[src/rtl/pit_pkg.sv]
package pit_pkg;

    typedef enum logic [0:0] {
        ST_IDLE = 1'b0,
        ST_RUN  = 1'b1
    } run_state_e;

    // Count must hold every history slot, every stage flag and the preload.
    function automatic int cnt_width(input int lat, input int stg, input int init);
        return $clog2(lat + stg + init + 2);
    endfunction

endpackage

[src/rtl/pit_history.sv]
module pit_history #(
    parameter int LATENCY = 5
) (
    input  logic               clk,
    input  logic               rst_n,
    input  logic               flush_i,
    input  logic               advance_i,
    input  logic               pulse_i,
    output logic               inc_o,
    output logic               dec_o,
    output logic [LATENCY-1:0] hist_o
);

    logic [LATENCY-1:0] hist_q;
    logic [LATENCY-1:0] hist_next;
    logic [LATENCY-1:0] shifted;

    // Slot 0 is the newest entry, slot LATENCY-1 the oldest.
    generate
        if (LATENCY > 1) begin : g_multi
            assign shifted = {hist_q[LATENCY-2:0], pulse_i};
        end else begin : g_single
            assign shifted = pulse_i;
        end
    endgenerate

    always_comb begin
        hist_next = hist_q;
        inc_o     = 1'b0;
        dec_o     = 1'b0;
        if (advance_i) begin
            dec_o     = hist_q[LATENCY-1];
            inc_o     = pulse_i;
            hist_next = shifted;
        end else if (pulse_i && !hist_q[0]) begin
            inc_o        = 1'b1;
            hist_next[0] = 1'b1;
        end
    end

    always_ff @(posedge clk) begin
        if (!rst_n || flush_i) begin
            hist_q <= '0;
        end else begin
            hist_q <= hist_next;
        end
    end

    assign hist_o = hist_q;

    generate
        if (LATENCY > 1) begin : g_shift_chk
            // every entry moves one slot older on an advance
            a_r2_shift: assert property (@(posedge clk) disable iff (!rst_n)
                (advance_i && !flush_i) |=> hist_q[LATENCY-1:1] == $past(hist_q[LATENCY-2:0]));
        end
    endgenerate

    // a pulse onto an occupied newest slot without advance leaves the line unchanged
    a_r3_dedupe: assert property (@(posedge clk) disable iff (!rst_n)
        (!advance_i && !flush_i && pulse_i && hist_q[0]) |=> $stable(hist_q));

endmodule

[src/rtl/pit_stage_flags.sv]
module pit_stage_flags #(
    parameter int NUM_STAGES = 4,
    parameter int SUM_W      = $clog2(NUM_STAGES + 1)
) (
    input  logic                  clk,
    input  logic                  rst_n,
    input  logic                  flush_i,
    input  logic [NUM_STAGES-1:0] act_i,
    input  logic [NUM_STAGES-1:0] deact_i,
    output logic [NUM_STAGES-1:0] flags_o,
    output logic [SUM_W-1:0]      n_set_o,
    output logic [SUM_W-1:0]      n_clr_o
);

    logic [NUM_STAGES-1:0] flag_q;
    logic [NUM_STAGES-1:0] set_req;
    logic [NUM_STAGES-1:0] clr_req;

    generate
        for (genvar s = 0; s < NUM_STAGES; s++) begin : g_stage
            assign set_req[s] = act_i[s] && !deact_i[s] && !flag_q[s];
            assign clr_req[s] = deact_i[s] && !act_i[s] && flag_q[s];

            always_ff @(posedge clk) begin
                if (!rst_n || flush_i) begin
                    flag_q[s] <= 1'b0;
                end else if (set_req[s]) begin
                    flag_q[s] <= 1'b1;
                end else if (clr_req[s]) begin
                    flag_q[s] <= 1'b0;
                end
            end

            // an activate on a set flag changes nothing
            a_r5_no_reactivate: assert property (@(posedge clk) disable iff (!rst_n)
                (flag_q[s] && act_i[s] && !flush_i) |=> flag_q[s]);
            // a deactivate on a clear flag changes nothing
            a_r6_no_redeactivate: assert property (@(posedge clk) disable iff (!rst_n)
                (!flag_q[s] && deact_i[s]) |=> !flag_q[s]);
        end
    endgenerate

    always_comb begin
        n_set_o = '0;
        n_clr_o = '0;
        for (int i = 0; i < NUM_STAGES; i++) begin
            n_set_o = n_set_o + SUM_W'(set_req[i]);
            n_clr_o = n_clr_o + SUM_W'(clr_req[i]);
        end
    end

    assign flags_o = flag_q;

endmodule

[src/rtl/pit_idle_acct.sv]
module pit_idle_acct
    import pit_pkg::*;
#(
    parameter int   CYC_W     = 32,
    parameter int   CNT_W     = 4,
    parameter logic START_RUN = 1'b0
) (
    input  logic             clk,
    input  logic             rst_n,
    input  logic [CNT_W-1:0] count_q_i,
    input  logic [CNT_W-1:0] count_next_i,
    input  logic             wake_i,
    input  logic             tick_pending_i,
    output logic [CYC_W-1:0] idle_total_o
);

    run_state_e       state_q;
    run_state_e       state_next;
    logic             t_stop;
    logic             wake_ok;
    logic [CYC_W-1:0] cyc_q;
    logic [CYC_W-1:0] last_run_q;
    logic [CYC_W-1:0] idle_q;

    // State register
    always_ff @(posedge clk) begin
        if (!rst_n) begin
            state_q <= START_RUN ? ST_RUN : ST_IDLE;
        end else begin
            state_q <= state_next;
        end
    end

    // Transitions T_START and T_STOP
    always_comb begin
        state_next = state_q;
        t_stop     = 1'b0;
        unique case (state_q)
            ST_IDLE: if (count_next_i != '0) state_next = ST_RUN;
            ST_RUN: begin
                if (count_next_i == '0) begin
                    state_next = ST_IDLE;
                    t_stop     = 1'b1;
                end
            end
            default: state_next = ST_IDLE;
        endcase
    end

    assign wake_ok = wake_i && (state_q == ST_IDLE) && !tick_pending_i;

    // Outputs and bookkeeping registers
    always_ff @(posedge clk) begin
        if (!rst_n) begin
            cyc_q      <= '0;
            last_run_q <= '0;
            idle_q     <= '0;
        end else begin
            cyc_q <= cyc_q + 1'b1;
            if (t_stop) begin
                last_run_q <= cyc_q;
            end
            if (wake_ok) begin
                idle_q <= idle_q + (cyc_q - 1'b1 - last_run_q);
            end
        end
    end

    assign idle_total_o = idle_q;

    // the idle state agrees with the count held by the top
    a_r9_state_matches: assert property (@(posedge clk) disable iff (!rst_n)
        (state_q == ST_RUN) == (count_q_i != '0));

    // wake ignored while active or a tick is pending
    a_r12_wake_ignored: assert property (@(posedge clk) disable iff (!rst_n)
        (wake_i && (count_q_i != '0 || tick_pending_i)) |=> $stable(idle_q));

endmodule

[src/rtl/pit_consistency_chk.sv]
module pit_consistency_chk #(
    parameter int NUM_STAGES = 4,
    parameter int LATENCY    = 5,
    parameter int INIT_COUNT = 0,
    parameter int CNT_W      = 4
) (
    input logic                  clk,
    input logic                  rst_n,
    input logic                  flush_i,
    input logic [LATENCY-1:0]    hist_i,
    input logic [NUM_STAGES-1:0] flags_i,
    input logic [CNT_W-1:0]      count_i
);

    logic [CNT_W-1:0] bias_q;

    // The preload stays in force until the first flush.
    always_ff @(posedge clk) begin
        if (!rst_n) begin
            bias_q <= CNT_W'(INIT_COUNT);
        end else if (flush_i) begin
            bias_q <= '0;
        end
    end

    // the count equals a full recount of history and flags
    a_r13_recount: assert property (@(posedge clk) disable iff (!rst_n)
        32'(count_i) == $countones(hist_i) + $countones(flags_i) + 32'(bias_q));

endmodule

[src/rtl/pipe_idle_tracker.sv]
module pipe_idle_tracker
    import pit_pkg::*;
#(
    parameter int NUM_STAGES = 4,
    parameter int LATENCY    = 5,
    parameter int INIT_COUNT = 0,
    parameter int CYC_W      = 32,
    parameter int CNT_W      = pit_pkg::cnt_width(LATENCY, NUM_STAGES, INIT_COUNT)
) (
    input  logic                  clk,
    input  logic                  rst_n,
    input  logic                  flush_i,
    input  logic                  advance_i,
    input  logic                  pulse_i,
    input  logic [NUM_STAGES-1:0] stage_act_i,
    input  logic [NUM_STAGES-1:0] stage_deact_i,
    input  logic                  wake_i,
    input  logic                  tick_pending_i,
    output logic                  active_o,
    output logic [CNT_W-1:0]      count_o,
    output logic [CYC_W-1:0]      idle_total_o
);

    localparam int SUM_W   = $clog2(NUM_STAGES + 1);
    localparam int WIDE_W  = CNT_W + 2;
    localparam int CNT_MAX = LATENCY + NUM_STAGES + INIT_COUNT;

    logic                  h_inc;
    logic                  h_dec;
    logic [LATENCY-1:0]    hist;
    logic [NUM_STAGES-1:0] flags;
    logic [SUM_W-1:0]      n_set;
    logic [SUM_W-1:0]      n_clr;
    logic [CNT_W-1:0]      count_q;
    logic [CNT_W-1:0]      count_next;
    logic [WIDE_W-1:0]     add_w;
    logic [WIDE_W-1:0]     sub_w;

    pit_history #(.LATENCY(LATENCY)) u_hist (
        .clk       (clk),
        .rst_n     (rst_n),
        .flush_i   (flush_i),
        .advance_i (advance_i),
        .pulse_i   (pulse_i),
        .inc_o     (h_inc),
        .dec_o     (h_dec),
        .hist_o    (hist)
    );

    pit_stage_flags #(.NUM_STAGES(NUM_STAGES), .SUM_W(SUM_W)) u_flags (
        .clk     (clk),
        .rst_n   (rst_n),
        .flush_i (flush_i),
        .act_i   (stage_act_i),
        .deact_i (stage_deact_i),
        .flags_o (flags),
        .n_set_o (n_set),
        .n_clr_o (n_clr)
    );

    // Net of every increment and decrement in one update.
    assign add_w = WIDE_W'(count_q) + WIDE_W'(h_inc) + WIDE_W'(n_set);
    assign sub_w = WIDE_W'(h_dec) + WIDE_W'(n_clr);

    always_comb begin
        if (flush_i) begin
            count_next = '0;
        end else begin
            count_next = CNT_W'(add_w - sub_w);
        end
    end

    always_ff @(posedge clk) begin
        if (!rst_n) begin
            count_q <= CNT_W'(INIT_COUNT);
        end else begin
            count_q <= count_next;
        end
    end

    pit_idle_acct #(
        .CYC_W     (CYC_W),
        .CNT_W     (CNT_W),
        .START_RUN (INIT_COUNT != 0)
    ) u_idle (
        .clk            (clk),
        .rst_n          (rst_n),
        .count_q_i      (count_q),
        .count_next_i   (count_next),
        .wake_i         (wake_i),
        .tick_pending_i (tick_pending_i),
        .idle_total_o   (idle_total_o)
    );

    pit_consistency_chk #(
        .NUM_STAGES (NUM_STAGES),
        .LATENCY    (LATENCY),
        .INIT_COUNT (INIT_COUNT),
        .CNT_W      (CNT_W)
    ) u_chk (
        .clk     (clk),
        .rst_n   (rst_n),
        .flush_i (flush_i),
        .hist_i  (hist),
        .flags_i (flags),
        .count_i (count_q)
    );

    assign active_o = (count_q != '0);
    assign count_o  = count_q;

    // decrements never exceed what is held
    a_r13_no_underflow: assert property (@(posedge clk) disable iff (!rst_n)
        flush_i || (add_w >= sub_w));
    // the count stays within its capacity
    a_r13_no_overflow: assert property (@(posedge clk) disable iff (!rst_n)
        flush_i || ((add_w - sub_w) <= WIDE_W'(CNT_MAX)));

endmodule

[config.mk]
export PLATFORM = sky130hd
export DESIGN_NAME = pipe_idle_tracker
export DESIGN_NICKNAME = d
export VERILOG_FILES = /design/src/rtl/pit_pkg.sv /design/src/rtl/pit_history.sv /design/src/rtl/pit_stage_flags.sv /design/src/rtl/pit_idle_acct.sv /design/src/rtl/pit_consistency_chk.sv /design/src/rtl/pipe_idle_tracker.sv
export SDC_FILE = /design/constraint.sdc
export NUM_CORES = 1
export LEC_CHECK = 0
export ABC_AREA = 1
export BUFFER_PORTS_ARGS = -buffer_cell sky130_fd_sc_hd__buf_2
export CAP_MARGIN = 20
export CORE_MARGIN = 5
export CORE_UTILIZATION = 42
export DETAILED_ROUTE_END_ITERATION = 7
export GPL_TIMING_DRIVEN = 0
export HOLD_SLACK_MARGIN = 0.08
export PLACE_DENSITY = 0.7
export SETUP_SLACK_MARGIN = 0.4
export SYNTH_ARGS = -nofsm -noshare
export SYNTH_HDL_FRONTEND = slang
export SYNTH_SLANG_ARGS = --single-unit
[constraint.sdc]
create_clock -name clk -period 8.38 [get_ports clk]
set_clock_uncertainty 0.15 [all_clocks]
set_input_delay 1.676 -clock clk [delete_from_list [all_inputs] [get_ports clk]]
set_output_delay 1.676 -clock clk [all_outputs]
set_load 0.1 [all_outputs]
==> qor.log, run 1 <==
INFO  grt            pin_count_of_the_biggest_net_entering_global_routing=18
INFO  layout         multiInputGateArea=4800µm²
INFO  grt            grt-busiest-layer=met2
INFO  synth          synth_top_cell_by_area=dfxtp_1
INFO  route          vias=7,819
INFO  sta            worst-slew-pin-transition=0.733ns
INFO  route          wl_per_cell=14.3µm
INFO  route          number_of_remaining_drc_errors=0
INFO  layout         antenna-diode-count=0
INFO  clock_network  htree_num_levels=3
INFO  placed_design  placement.io_buffers=51
INFO  route          postRouteAntennaNets=0
INFO  setup_path     timing.critical_path.from=stage_deact_i[1]
INFO  synth          syn_inst=1,256
INFO  die            fp.dieArea=22,600µm²
INFO  synth          synth.cells.most_frequent=320 x nand2_1, 288 x inv_1, 116 x a21oi_1
INFO  sta            finalWorstPathRequiredPeriod=5.76ns
INFO  synth          post-synth-top-count-cell=nand2_1
INFO  sta            fin_crit_sh=68.8%
INFO  synth          synth-seq-cells=110
INFO  sta            maxSlewViolCount=0
INFO  placed_design  dp_cells=1,572
INFO  synth          mappedNetlistNets=1,349
INFO  synth          synthesis.area_per_instance=6.59µm²
INFO  synth          synth-compound-area-share=10.2%
INFO  grt            grt.met3_usage=3.67%
INFO  layout         areaGrowthSynthToFinish=10.7%
INFO  layout         post-route-util=47.1%
INFO  synth          synth_top_family_by_area=simple AND/OR/NAND/NOR gates
INFO  layout         layoutNonFillerInstCount=1,588
INFO  grt            antenna_found_initial=0
INFO  setup_path     arrival=5.82ns
INFO  grt            grt_util_met2=33.2%
INFO  synth          number_of_different_library_cells_in_the_post_synthesis_netlist=40
INFO  die            boundaryPins=52
INFO  setup_path     crit_type=primary input to register
INFO  sta            max_clock_freq=173MHz
INFO  layout         layout.filler_cells=1,957
INFO  clock_network  cts_hold_buf=0
INFO  setup_path     rr_endpoint=u_idle.last_run_q[4]$_SDFFE_PN0P_
INFO  run            max-cap-violations=0
INFO  setup_path     reg2reg_setup_slack=3.71ns
INFO  die            rows=51
INFO  grt            grtUsageMet1=27.9%
INFO  layout         ff_latch_area=2200µm²
INFO  die            die-height=150µm
INFO  grt            grt.total_usage=20.4%
INFO  setup_path     endpoint=u_idle.last_run_q[4]$_SDFFE_PN0P_
INFO  pwr            worst_ir_drop_vdd=150µV
INFO  clock_network  cts_tree=yes
INFO  setup_path     setup.worst_path.start_class=primary input
INFO  route          first_iteration_detailed_routing_drc_count=646
INFO  clock_network  clkSlewWorstSetupHoldPaths=0.08ns
INFO  clock_network  clock_insertion_delay_worst_skew=0.36ns
INFO  layout         post_route_cells_drive_above_1_share=9.22%
INFO  die            effective_utilization_at_floorplan=42.6%
INFO  placed_design  gp_congestion=0.987
INFO  synth          postSynth.topFlopCell=dfxtp_1
INFO  clock_network  clock_tree.buffer_depth=2
INFO  synth          synth_edf_count=0
INFO  route          wl=22.7mm
INFO  clock_network  post_cts_resize_count=0
INFO  synth          top_area_cell_type_share_of_the_netlist_area=26.6%
INFO  placed_design  hpwl=18.9mm
INFO  setup_path     critical_path_required=8.44ns
INFO  sta            setup_tns=0ns
INFO  pwr            pwr_density_cell=251nW/µm²
INFO  route          avgViaCountPerCell=4.92
INFO  synth          synth.area.top_cells=dfxtp_1 27%, nand2_1 15%, inv_1 13%, fa_1 9.4%, a21oi_1 7.0%
INFO  layout         finish.instance_area=9170µm²
INFO  synth          synth_async_sr_flop_share=0%
INFO  sta            finalHoldViolCount=0
INFO  outcome        run_status=completed
INFO  placed_design  placement.cell_area=8870µm²
INFO  layout         final_net_count=1,411
INFO  clock_network  clock-root-buffer=clkbuf_16
INFO  synth          syn_area=8280µm²
INFO  sta            finalSetupViolCount=0
INFO  synth          post_synthesis_xor_xnor_area_fraction=2.01%
INFO  setup_path     critical_path.reg2reg.startpoint=u_flags.flags_o[1]$_SDFFE_PP0P_
INFO  synth          part_of_the_yosys_area_used_for_sequential_elements=26.6%
INFO  synth          synth_simple_gate_area_share=30.5%
INFO  clock_network  postCtsSetupRepairBufs=0
INFO  grt            wire_length_of_the_first_global_routing_pass=36.2mm
INFO  route          detailed_router_iteration_count_before_antenna_repair=5
INFO  synth          muxShareOfSynthArea=0%
INFO  clock_network  clock_buffers_created_by_tritoncts=9
INFO  setup_path     worst-path-max-fanout=10
INFO  synth          yosys_warnings=0
INFO  die            fp.coreArea=19,500µm²
INFO  die            fp.dieW=150µm
INFO  grt            grt_pass1_vias=7,233
INFO  grt            global_route.overflow_total=0
INFO  clock_network  cts_sinks=110
INFO  sta            slew_headroom=51.1%
INFO  synth          synth_area_in_adders=15.3%
INFO  setup_path     endpoint_type_of_the_worst_setup_path=register
INFO  sta            grt_setup_unrepaired=no
INFO  setup_path     worst_r2r_path_depth=16
INFO  pwr            power_leakage=0.00459µW
INFO  hold_path      hp-class=register to register
## placed cells by master (no fill, tap or decap), types with 5 or more instances in the layout
| cell | netlist | layout |
|---|---|---|
| dfxtp_1 | 110 | 110 |
| nor3_1 | 18 | 18 |
| clkbuf_1 | 17 | 18 |
| inv_1 | 288 | 288 |
| nand4_1 | 44 | 44 |
| inv_2 | 7 | 7 |
| xor2_1 | 14 | 14 |
| nor2_1 | 83 | 83 |
| nor2_2 | 6 | 6 |
| buf_2 | 5 | 56 |
| a21oi_1 | 116 | 116 |
| ha_1 | 39 | 39 |
| o21ai_0 | 34 | 34 |
| fa_1 | 39 | 39 |
| xnor2_1 | 5 | 5 |
| nand3_1 | 55 | 55 |
| nand2_1 | 320 | 320 |
| o21bai_1 | 5 | 5 |
| clkbuf_16 | 0 | 9 |
## area by class of cell
class	instances	share of cell area (%)
plain buffers	31	1.83
clock buffers	11	2.65
clock inverters	5	0.614
inverters	296	12.1
multi-input cells	819	52.4
flip-flops and latches	110	24.0
well taps	265	3.62
repair buffers	51	2.78
## critical path, cell delays in order
cell	delay, ns
buf_2	0.07
inv_1	0.06
nor3b_1	0.20
ha_1	0.26
inv_1	0.09
fa_1	0.44
fa_1	0.51
inv_1	0.05
fa_1	0.50
fa_1	0.46
fa_1	0.40
o21ai_0	0.23
nand2_1	0.07
inv_1	0.27
nand3_4	0.19
buf_6	0.19
nand2_1	0.07
a21oi_1	0.07
## power breakdown
group	switching, µW	internal [µW]	total, µW
clock network	206	241	447
logic	926	350	1280
registers	19.8	555	575
## flip-flops by register name (all words and copies together), names as in the netlist
signal and cells:
u_idle.idle_total_o 32, u_idle.state_q 1, u_flags.flags_o 4, u_hist.hist_o 5, u_idle.last_run_q 32, count_o 4
u_idle.cyc_q 32
## metal layers
layer,up-vias,part of all wire (%)
met1,3586,46
met3,24,6.5
met4,0,1.8
met5,-,0
li1,4005,-
met2,204,46
## stage by stage
step	total power, µW	worst slack (ns)	hold slack [ns]
after floorplan	1560	2.78	0.286
after global placement	1830	2.30	0.298
after detailed placement	1850	2.24	0.307
after CTS	2290	2.60	0.320
after global routing	2460	2.38	0.349
final	2300	2.62	0.321
## cell families (layout without fill, tap and decap cells)
group,Yosys count,count (layout)
flops,110,110
fa+ha+maj,78,78
buf+inv,327,394
xor+xnor,19,19
simple gates,559,559
compound gates,163,163
## how the worst min path moves through the flow
stage	from	endpoint	slack (ns)	cells past startpoint
global placement	u_hist.hist_o[0]$_SDFFE_PP0P_	u_hist.hist_o[1]$_SDFFE_PP0P_	0.30	2
floorplan	u_hist.hist_o[3]$_SDFFE_PP0P_	u_hist.hist_o[4]$_SDFFE_PP0P_	0.29	2
detailed placement	u_hist.hist_o[0]$_SDFFE_PP0P_	u_hist.hist_o[1]$_SDFFE_PP0P_	0.31	2
global route	u_hist.hist_o[2]$_SDFFE_PP0P_	u_hist.hist_o[3]$_SDFFE_PP0P_	0.35	2
finish	u_hist.hist_o[0]$_SDFFE_PP0P_	u_hist.hist_o[1]$_SDFFE_PP0P_	0.32	2
CTS	u_hist.hist_o[0]$_SDFFE_PP0P_	u_hist.hist_o[1]$_SDFFE_PP0P_	0.32	2
No activity file was read; power rests on OpenSTA's default activity.
==> run 2: changes to the inputs <==
- ABC_AREA: 1 -> 0
- PLACE_DENSITY: 0.7 -> 0.72
- clock period: 8.38 -> 4.7 ns (I/O delays scaled with it)
==> run 2 against run 1 <==
  * Critical path type unchanged
  * Wire length fell by 25%
  * Hold slack improved by 0.0022 ns
  * Critical endpoint is now u_idle.last_run_q[8]$_SDFFE_PN0P_
  * Setup slack got worse by 2.7 ns
  * Critical path depth fell by 1
  * Largest cell class unchanged
  * Register-to-register slack got worse by 3.4 ns
  * The flow now finishes with violations (negative setup slack)
  * Combinational power rose by 150%
==> qor.log, run 2 <==
INFO  die            rows=47
INFO  setup_path     critical_path_required=4.78ns
INFO  sta            smallest_setup_slack_after_layout=-0.0469ns
INFO  setup_path     arrival=4.83ns
INFO  placed_design  placement.io_buffers=50
INFO  grt            wire_length_of_the_first_global_routing_pass=28.2mm
INFO  clock_network  clock-root-buffer=clkbuf_16
INFO  hold_path      hp-class=register to register
INFO  layout         commonest_cells_after_routing_fill_and_taps_aside=149 x inv_1, 110 x dfxtp_1, 99 x nor2_1
INFO  setup_path     critical_path.reg2reg.startpoint=u_flags.flags_o[1]$_SDFFE_PP0P_
INFO  sta            finalHoldViolCount=0
INFO  die            fp.dieArea=19,600µm²
INFO  synth          muxShareOfSynthArea=5.21%
INFO  sta            worst-slew-pin-transition=0.695ns
INFO  setup_path     cpMostUsedCell=fa_1
INFO  synth          part_of_the_yosys_area_used_for_sequential_elements=31.0%
INFO  die            effective_utilization_at_floorplan=42.8%
INFO  pwr            power.internal=2500µW
INFO  grt            pin_count_of_the_biggest_net_entering_global_routing=17
INFO  layout         layoutNonFillerInstCount=1,149
INFO  synth          yosys_warnings=0
INFO  sta            finalSetupViolCount=23
INFO  setup_path     worstPathCellList=buf_8 -> inv_8 -> nor3b_2 -> ha_1 -> inv_1 -> fa_1 -> fa_1 -> inv_2 -> fa_1 -> fa_2 -> fa_2 -> xor2_2 -> a41o_1 -> nand2_4 -> buf_12 -> mux2i_1 -> nor2_1
INFO  layout         final_net_count=1,016
INFO  outcome        run_status=finished with violations
INFO  synth          top_area_cell_type_share_of_the_netlist_area=31.0%
INFO  route          vias=5,954
INFO  sta            setup_tns=-0.530ns
INFO  die            boundaryPins=52
INFO  pwr            power_leakage=0.00383µW
INFO  sta            fin_crit_sh=101%
INFO  pwr            net_switching_fraction_of_the_power=50.0%
INFO  placed_design  dp_cells=1,126
INFO  clock_network  cts_sinks=110
INFO  placed_design  hpwl=12.7mm
INFO  clock_network  clock_tree.buffer_depth=2
INFO  setup_path     worst-path-max-fanout=10
INFO  route          detailed_router_iteration_count_before_antenna_repair=5
INFO  synth          synth_async_sr_flop_share=0%
INFO  route          wl=17.0mm
INFO  hold_path      worstHoldEndpoint=u_idle.idle_total_o[15]$_SDFFE_PN0P_
INFO  die            fp.dieW=140µm
INFO  pwr            total_power=5000µW
INFO  setup_path     reg2reg_setup_slack=0.32ns
INFO  layout         layout_commonest_cell=inv_1
INFO  route          number_of_remaining_drc_errors=0
INFO  grt            grt_pass1_vias=5,783
INFO  setup_path     rr_endpoint=u_idle.last_run_q[8]$_SDFFE_PN0P_
INFO  synth          post-synth-top-count-cell=inv_1
INFO  grt            grt.total_usage=17.6%
INFO  die            die-height=140µm
INFO  placed_design  gp_congestion=0.881
INFO  synth          syn_inst=856
INFO  setup_path     crit_type=primary input to register
INFO  synth          post_synthesis_xor_xnor_area_fraction=5.79%
INFO  clock_network  htree_num_levels=3
INFO  pwr            share_clk_of_total_power=15.0%
INFO  pwr            comb_power_share=62.9%
INFO  die            fp.coreArea=16,600µm²
INFO  sta            max_clock_freq=211MHz
INFO  layout         post_route_cells_drive_above_1_share=9.81%
INFO  route          wl_per_cell=14.8µm
INFO  setup_path     endpoint_type_of_the_worst_setup_path=register
INFO  hold_path      hold_start=u_idle.idle_total_o[15]$_SDFFE_PN0P_
INFO  outcome        violations_in_the_final_reports=negative setup slack
INFO  pwr            seq_power_share=22.2%
INFO  sta            slew_headroom=53.7%
INFO  pwr            pwr_density_cell=617nW/µm²
INFO  grt            global_route.overflow_total=0
INFO  layout         layout.filler_cells=1,643
INFO  synth          synth-seq-cells=110
INFO  setup_path     setup.worst_path.start_class=primary input
INFO  setup_path     worst_r2r_path_depth=15
INFO  route          first_iteration_detailed_routing_drc_count=429
INFO  synth          mappedNetlistNets=949
INFO  grt            antenna_found_initial=1
INFO  synth          synth-compound-area-share=13.6%
INFO  route          avgViaCountPerCell=5.18
INFO  synth          synth_simple_gate_area_share=16.8%
INFO  synth          synthesis.area_per_instance=8.30µm²
INFO  synth          synth.cells.most_frequent=152 x inv_1, 110 x dfxtp_1, 99 x nor2_1
INFO  synth          synth_edf_count=0
INFO  hold_path      holdPathStages=2
INFO  pwr            worst_ir_drop_vdd=402µV
INFO  run            max-cap-violations=0
INFO  clock_network  clock_buffers_created_by_tritoncts=9
INFO  sta            maxSlewViolCount=0
INFO  setup_path     cp_slowest_cell=fa_1
INFO  sta            finalWorstPathRequiredPeriod=4.75ns
INFO  synth          synth_top_cell_by_area=dfxtp_1
INFO  route          postRouteAntennaNets=0
INFO  synth          postSynth.topFlopCell=dfxtp_1
INFO  synth          syn_area=7100µm²
INFO  synth          synth.area.top_cells=dfxtp_1 31%, fa_1 11%, inv_1 8.0%, ha_1 6.9%, nor2_1 5.2%
INFO  setup_path     crit_path_max_incr_delay=0.51ns
INFO  synth          number_of_different_library_cells_in_the_post_synthesis_netlist=53
INFO  sta            grt_setup_unrepaired=yes
INFO  synth          synth_top_family_by_area=adder cells
INFO  clock_network  cts_tree=yes
INFO  clock_network  clock_insertion_delay_worst_skew=0.36ns
INFO  pwr            p_switching=2500µW
INFO  clock_network  clkSlewWorstSetupHoldPaths=0.07ns
INFO  layout         areaGrowthSynthToFinish=14.0%
INFO  synth          synth_area_in_adders=17.9%
run 2: cell types whose count changed in the layout (fill, tap and decap cells not counted), sizes merged, moves of 15 or more:
cell / previous run / this run
nand2: 325 / 61
inv: 296 / 152
a21oi: 116 / 48
nand3: 61 / 20
mux2i: 0 / 37
xnor2: 5 / 41
nand4: 45 / 14
a21o: 1 / 30
o21ai: 38 / 22
nor3: 24 / 9
run 2: routing by layer:
| layer | GRT usage (%) | part of all wire, % | vias up |
|---|---|---|---|
| li1 | - | - | 2941 |
| met1 | 24.0 | 46 | 2857 |
| met2 | 28.6 | 47 | 134 |
| met3 | 2.28 | 4.7 | 22 |
| met4 | 6.88 | 2.1 | 0 |
| met5 | 0 | 0 | - |
run 2: worst max-delay path: cells and delay by family:
family                   cells  cell delay [ns]
buffers and inverters        5             0.41
AND/OR/NAND/NOR              3             0.43
AO/OA/AOI/OAI                1             0.24
XOR/XNOR                     1             0.17
multiplexers                 1             0.20
adder cells (fa/ha/maj)      6             2.42
run 2: layout make-up:
| class | count | area (µm²) | area share (%) |
|---|---|---|---|
| plain buffers | 30 | 161 | 1.99 |
| well taps | 220 | 275 | 3.40 |
| clock buffers | 13 | 260 | 3.21 |
| inverters | 152 | 581 | 7.17 |
| clock inverters | 3 | 18.8 | 0.232 |
| repair buffers | 56 | 349 | 4.31 |
| multi-input cells | 564 | 4250 | 52.5 |
| flip-flops and latches | 110 | 2200 | 27.2 |
| diodes | 1 | 2.50 | 0.0309 |
run 2: stage by stage:
step	cell area, µm²	utilization (%)	hold slack (ns)	setup slack [ns]
2_1_floorplan	7150	-	0.310	0.0146
4_1_cts	8060	48.6	0.325	0.00270
3_3_place_gp	7680	46.3	0.302	-0.388
6_report	8100	48.8	0.323	-0.0469
3_5_place_dp	7680	46.3	0.312	-0.444
5_1_grt	8100	48.8	0.346	-0.176
run 2: cell families (layout without fill, tap and decap cells):
logic type      count (synthesis)  after routing
compound gates                147            147
xor+xnor                       47             47
fa+ha+maj                      78             78
buf+inv                       182            254
flops                         110            110
mux                            37             37
other cells                     0              1
simple gates                  255            255
run 2: power by group through the flow:
stage / Combinational (µW) / Clock (µW) / Sequential (µW)
4_1_cts: 3080 / 755 / 1110
6_report: 3140 / 748 / 1110
5_1_grt: 3450 / 788 / 1120
3_5_place_dp: 3020 / 0 / 1130
3_3_place_gp: 2990 / 0 / 1120
2_1_floorplan: 1890 / 0 / 1700
run 2: timing repair:
action | in CTS | in global routing
hold buffers | 0 | 0
cloned | 1 | 1
endpoints found under the setup margin | 32 | 34
resized for setup | 13 | 2
setup buffers | 3 | 1
run 2: how the worst max path moves through the flow:
stage                          start                                 end  slack (ns)  cells after the start
floorplan           stage_deact_i[1]  u_idle.last_run_q[23]$_SDFFE_PN0P_        0.01                     16
global placement    stage_deact_i[1]  u_idle.last_run_q[20]$_SDFFE_PN0P_       -0.39                     17
detailed placement  stage_deact_i[1]  u_idle.last_run_q[26]$_SDFFE_PN0P_       -0.44                     17
CTS                 stage_deact_i[1]   u_idle.last_run_q[8]$_SDFFE_PN0P_       0.003                     17
global route        stage_deact_i[1]  u_idle.last_run_q[13]$_SDFFE_PN0P_       -0.18                     17
finish              stage_deact_i[1]   u_idle.last_run_q[8]$_SDFFE_PN0P_       -0.05                     17
==> run 3: changes to the inputs <==
- CORE_ASPECT_RATIO: not set -> 1.75
- GPL_ROUTABILITY_DRIVEN: not set -> 0
==> run 3 against run 2 <==
  * The flow still finishes with violations (negative setup slack)
  * Hold slack worse by 0.0097 ns
  * Via count is 0.30% higher
  * Non-clock buffer count down 1
  * Clock power rose by 2%
  * Sequential share of layout area hardly changed
  * Setup slack improved by 0.032 ns
  * Global-route usage up 1.3 points
  * Critical path type unchanged
  * Highest routed layer unchanged
==> qor.log, run 3 (synthesis results as in run 2) <==
INFO  setup_path     worst-path-buf-inv=5
INFO  clock_network  cts_hold_buf=0
INFO  setup_path     critical_path_required=4.79ns
INFO  setup_path     setup.worst_path.start_class=primary input
INFO  outcome        run_status=finished with violations
INFO  pwr            comb_power_share=62.6%
INFO  die            boundaryPins=52
INFO  setup_path     endpoint_type_of_the_worst_setup_path=register
INFO  grt            pin_count_of_the_biggest_net_entering_global_routing=20
INFO  clock_network  clock_buffers_created_by_tritoncts=9
INFO  pwr            seq_power_share=22.1%
INFO  layout         post-route-util=48.2%
INFO  grt            grt_pass1_vias=6,085
INFO  die            fp.coreArea=16,800µm²
INFO  pwr            pwr_density_cell=616nW/µm²
INFO  setup_path     cp_slowest_cell=fa_1
INFO  route          detailed_router_iteration_count_before_antenna_repair=7
INFO  layout         commonest_cells_after_routing_fill_and_taps_aside=148 x inv_1, 110 x dfxtp_1, 99 x nor2_1
INFO  route          postRouteAntennaNets=0
INFO  outcome        violations_in_the_final_reports=negative setup slack
INFO  layout         final_net_count=1,015
INFO  clock_network  cts_sinks=110
INFO  grt            wire_length_of_the_first_global_routing_pass=29.2mm
INFO  grt            grt.total_usage=19.0%
INFO  die            die-height=182µm
INFO  hold_path      hold_start=u_idle.idle_total_o[11]$_SDFFE_PN0P_
INFO  setup_path     worstPathCellList=buf_6 -> inv_4 -> nor3b_4 -> ha_1 -> inv_2 -> fa_1 -> fa_1 -> inv_2 -> fa_1 -> fa_2 -> fa_2 -> xor2_2 -> a41o_1 -> nand2_4 -> buf_12 -> mux2i_2 -> nor2_1
INFO  die            fp.dieW=108µm
INFO  setup_path     critical_path.reg2reg.startpoint=u_flags.flags_o[0]$_SDFFE_PP0P_
INFO  setup_path     crit_family=adder cells
INFO  die            fp.dieArea=19,700µm²
INFO  sta            finalWorstPathRequiredPeriod=4.72ns
INFO  layout         antenna-diode-count=0
INFO  setup_path     arrival=4.80ns
INFO  setup_path     cpMostUsedCell=fa_1
INFO  clock_network  clock-root-buffer=clkbuf_16
INFO  run            max-cap-violations=0
INFO  sta            worst-slew-pin-transition=0.708ns
INFO  placed_design  hpwl=14.1mm
INFO  layout         layout_commonest_cell=inv_1
INFO  route          wl_per_cell=15.5µm
INFO  die            rows=63
INFO  clock_network  clock_tree.buffer_depth=2
INFO  hold_path      holdPathStages=2
INFO  sta            max_clock_freq=212MHz
INFO  hold_path      worstHoldEndpoint=u_idle.idle_total_o[11]$_SDFFE_PN0P_
INFO  sta            slew_headroom=52.8%
INFO  clock_network  clkSlewWorstSetupHoldPaths=0.07ns
INFO  pwr            total_power=4980µW
INFO  clock_network  htree_num_levels=3
INFO  route          wl=17.9mm
INFO  route          vias=5,972
INFO  setup_path     worst_r2r_path_depth=15
INFO  setup_path     worst-path-max-fanout=10
INFO  route          number_of_remaining_drc_errors=0
INFO  setup_path     rr_endpoint=u_idle.last_run_q[15]$_SDFFE_PN0P_
INFO  pwr            p_switching=2500µW
INFO  pwr            power.internal=2480µW
INFO  pwr            net_switching_fraction_of_the_power=50.3%
INFO  grt            antenna_found_initial=0
INFO  sta            finalHoldViolCount=0
INFO  die            effective_utilization_at_floorplan=42.3%
INFO  route          avgViaCountPerCell=5.18
INFO  pwr            worst_ir_drop_vdd=483µV
INFO  sta            grt_setup_unrepaired=yes
INFO  sta            finalSetupViolCount=5
INFO  grt            global_route.overflow_total=0
INFO  pwr            power_leakage=0.00381µW
INFO  sta            fin_crit_sh=100%
INFO  hold_path      hp-class=register to register
INFO  sta            smallest_setup_slack_after_layout=-0.0152ns
INFO  setup_path     crit_type=primary input to register
INFO  clock_network  cts_tree=yes
INFO  pwr            share_clk_of_total_power=15.3%
INFO  placed_design  placement.io_buffers=50
INFO  placed_design  dp_slack=-0.535ns
INFO  sta            hold_slack=0.314ns
INFO  clock_network  clock_insertion_delay_worst_skew=0.36ns
INFO  setup_path     crit_path_max_incr_delay=0.51ns
INFO  route          first_iteration_detailed_routing_drc_count=212
INFO  layout         post_route_cells_drive_above_1_share=10.1%
INFO  sta            maxSlewViolCount=0
INFO  layout         areaGrowthSynthToFinish=13.8%
INFO  setup_path     reg2reg_setup_slack=0.31ns
==> run 3: cell count changes in the layout (fill, tap and decap cells not counted), moves of 2 or more <==
cell      before  now
mux2i_1       37   35
inv_6          0    2
buf_6          1    4
clkbuf_1      27   25
mux2i_2        0    2
==> run 3: routing by layer <==
metal  global-route usage, %  wire (µm)  up-vias
li1                        -          -     2935
met1                    19.0       6390     2836
met2                    36.2       9920      144
met3                    2.94        620       57
met4                    10.7        986        0
met5                       0          0        -
==> run 3: how the worst max path moves through the flow <==
stage                      from  depth (start not counted)                                  to
2_1_floorplan  stage_deact_i[1]                         16  u_idle.last_run_q[23]$_SDFFE_PN0P_
3_3_place_gp   stage_deact_i[1]                         17  u_idle.last_run_q[18]$_SDFFE_PN0P_
3_5_place_dp   stage_deact_i[0]                         17  u_idle.last_run_q[18]$_SDFFE_PN0P_
4_1_cts        stage_deact_i[0]                         17  u_idle.last_run_q[14]$_SDFFE_PN0P_
5_1_grt        stage_deact_i[0]                         17  u_idle.last_run_q[11]$_SDFFE_PN0P_
6_report       stage_deact_i[0]                         17  u_idle.last_run_q[15]$_SDFFE_PN0P_
==> run 3: timing repair <==
action	in CTS	in global routing
setup endpoints to repair	32	33
pin swaps	2	2
buffers inserted	4	1
gates cloned	0	0
gates resized for setup	14	4
==> run 3: layout make-up <==
type	count	area, µm²
Clock inverter	6	51.3
Sequential cell	110	2200
Inverter	152	581
Tap cell	227	284
Clock buffer	10	239
Buffer	30	161
Multi-Input combinational cell	564	4260
Fill cell	1653	8700
Timing Repair Buffer	55	310
==> run 3: through the flow <==
step,std cells,setup TNS [ns],cell area (µm²)
final,1154,-0.0335,8090
after global routing,1154,-3.61,8090
after CTS,1153,-0.891,8070
after detailed placement,1133,-15.95,7680
after global placement,1133,-13.62,7680
after floorplan,856,0,7150
==> run 3: worst reg2reg max path, cell delays in order (launching register included) <==
cell     delay [ns]
dfxtp_1        0.35
nor3b_4        0.20
ha_1           0.27
inv_2          0.06
fa_1           0.44
fa_1           0.51
inv_2          0.04
fa_1           0.47
fa_2           0.38
fa_2           0.39
xor2_2         0.16
a41o_1         0.24
nand2_4        0.15
buf_12         0.17
mux2i_2        0.23
nor2_1         0.05
==> run 3: power groups by stage <==
stage / Sequential (µW) / Clock, µW / Combinational, µW
6_report: 1100 / 762 / 3120
5_1_grt: 1120 / 812 / 3430
4_1_cts: 1100 / 776 / 3100
3_5_place_dp: 1130 / 0 / 3050
3_3_place_gp: 1120 / 0 / 3010
2_1_floorplan: 1700 / 0 / 1890
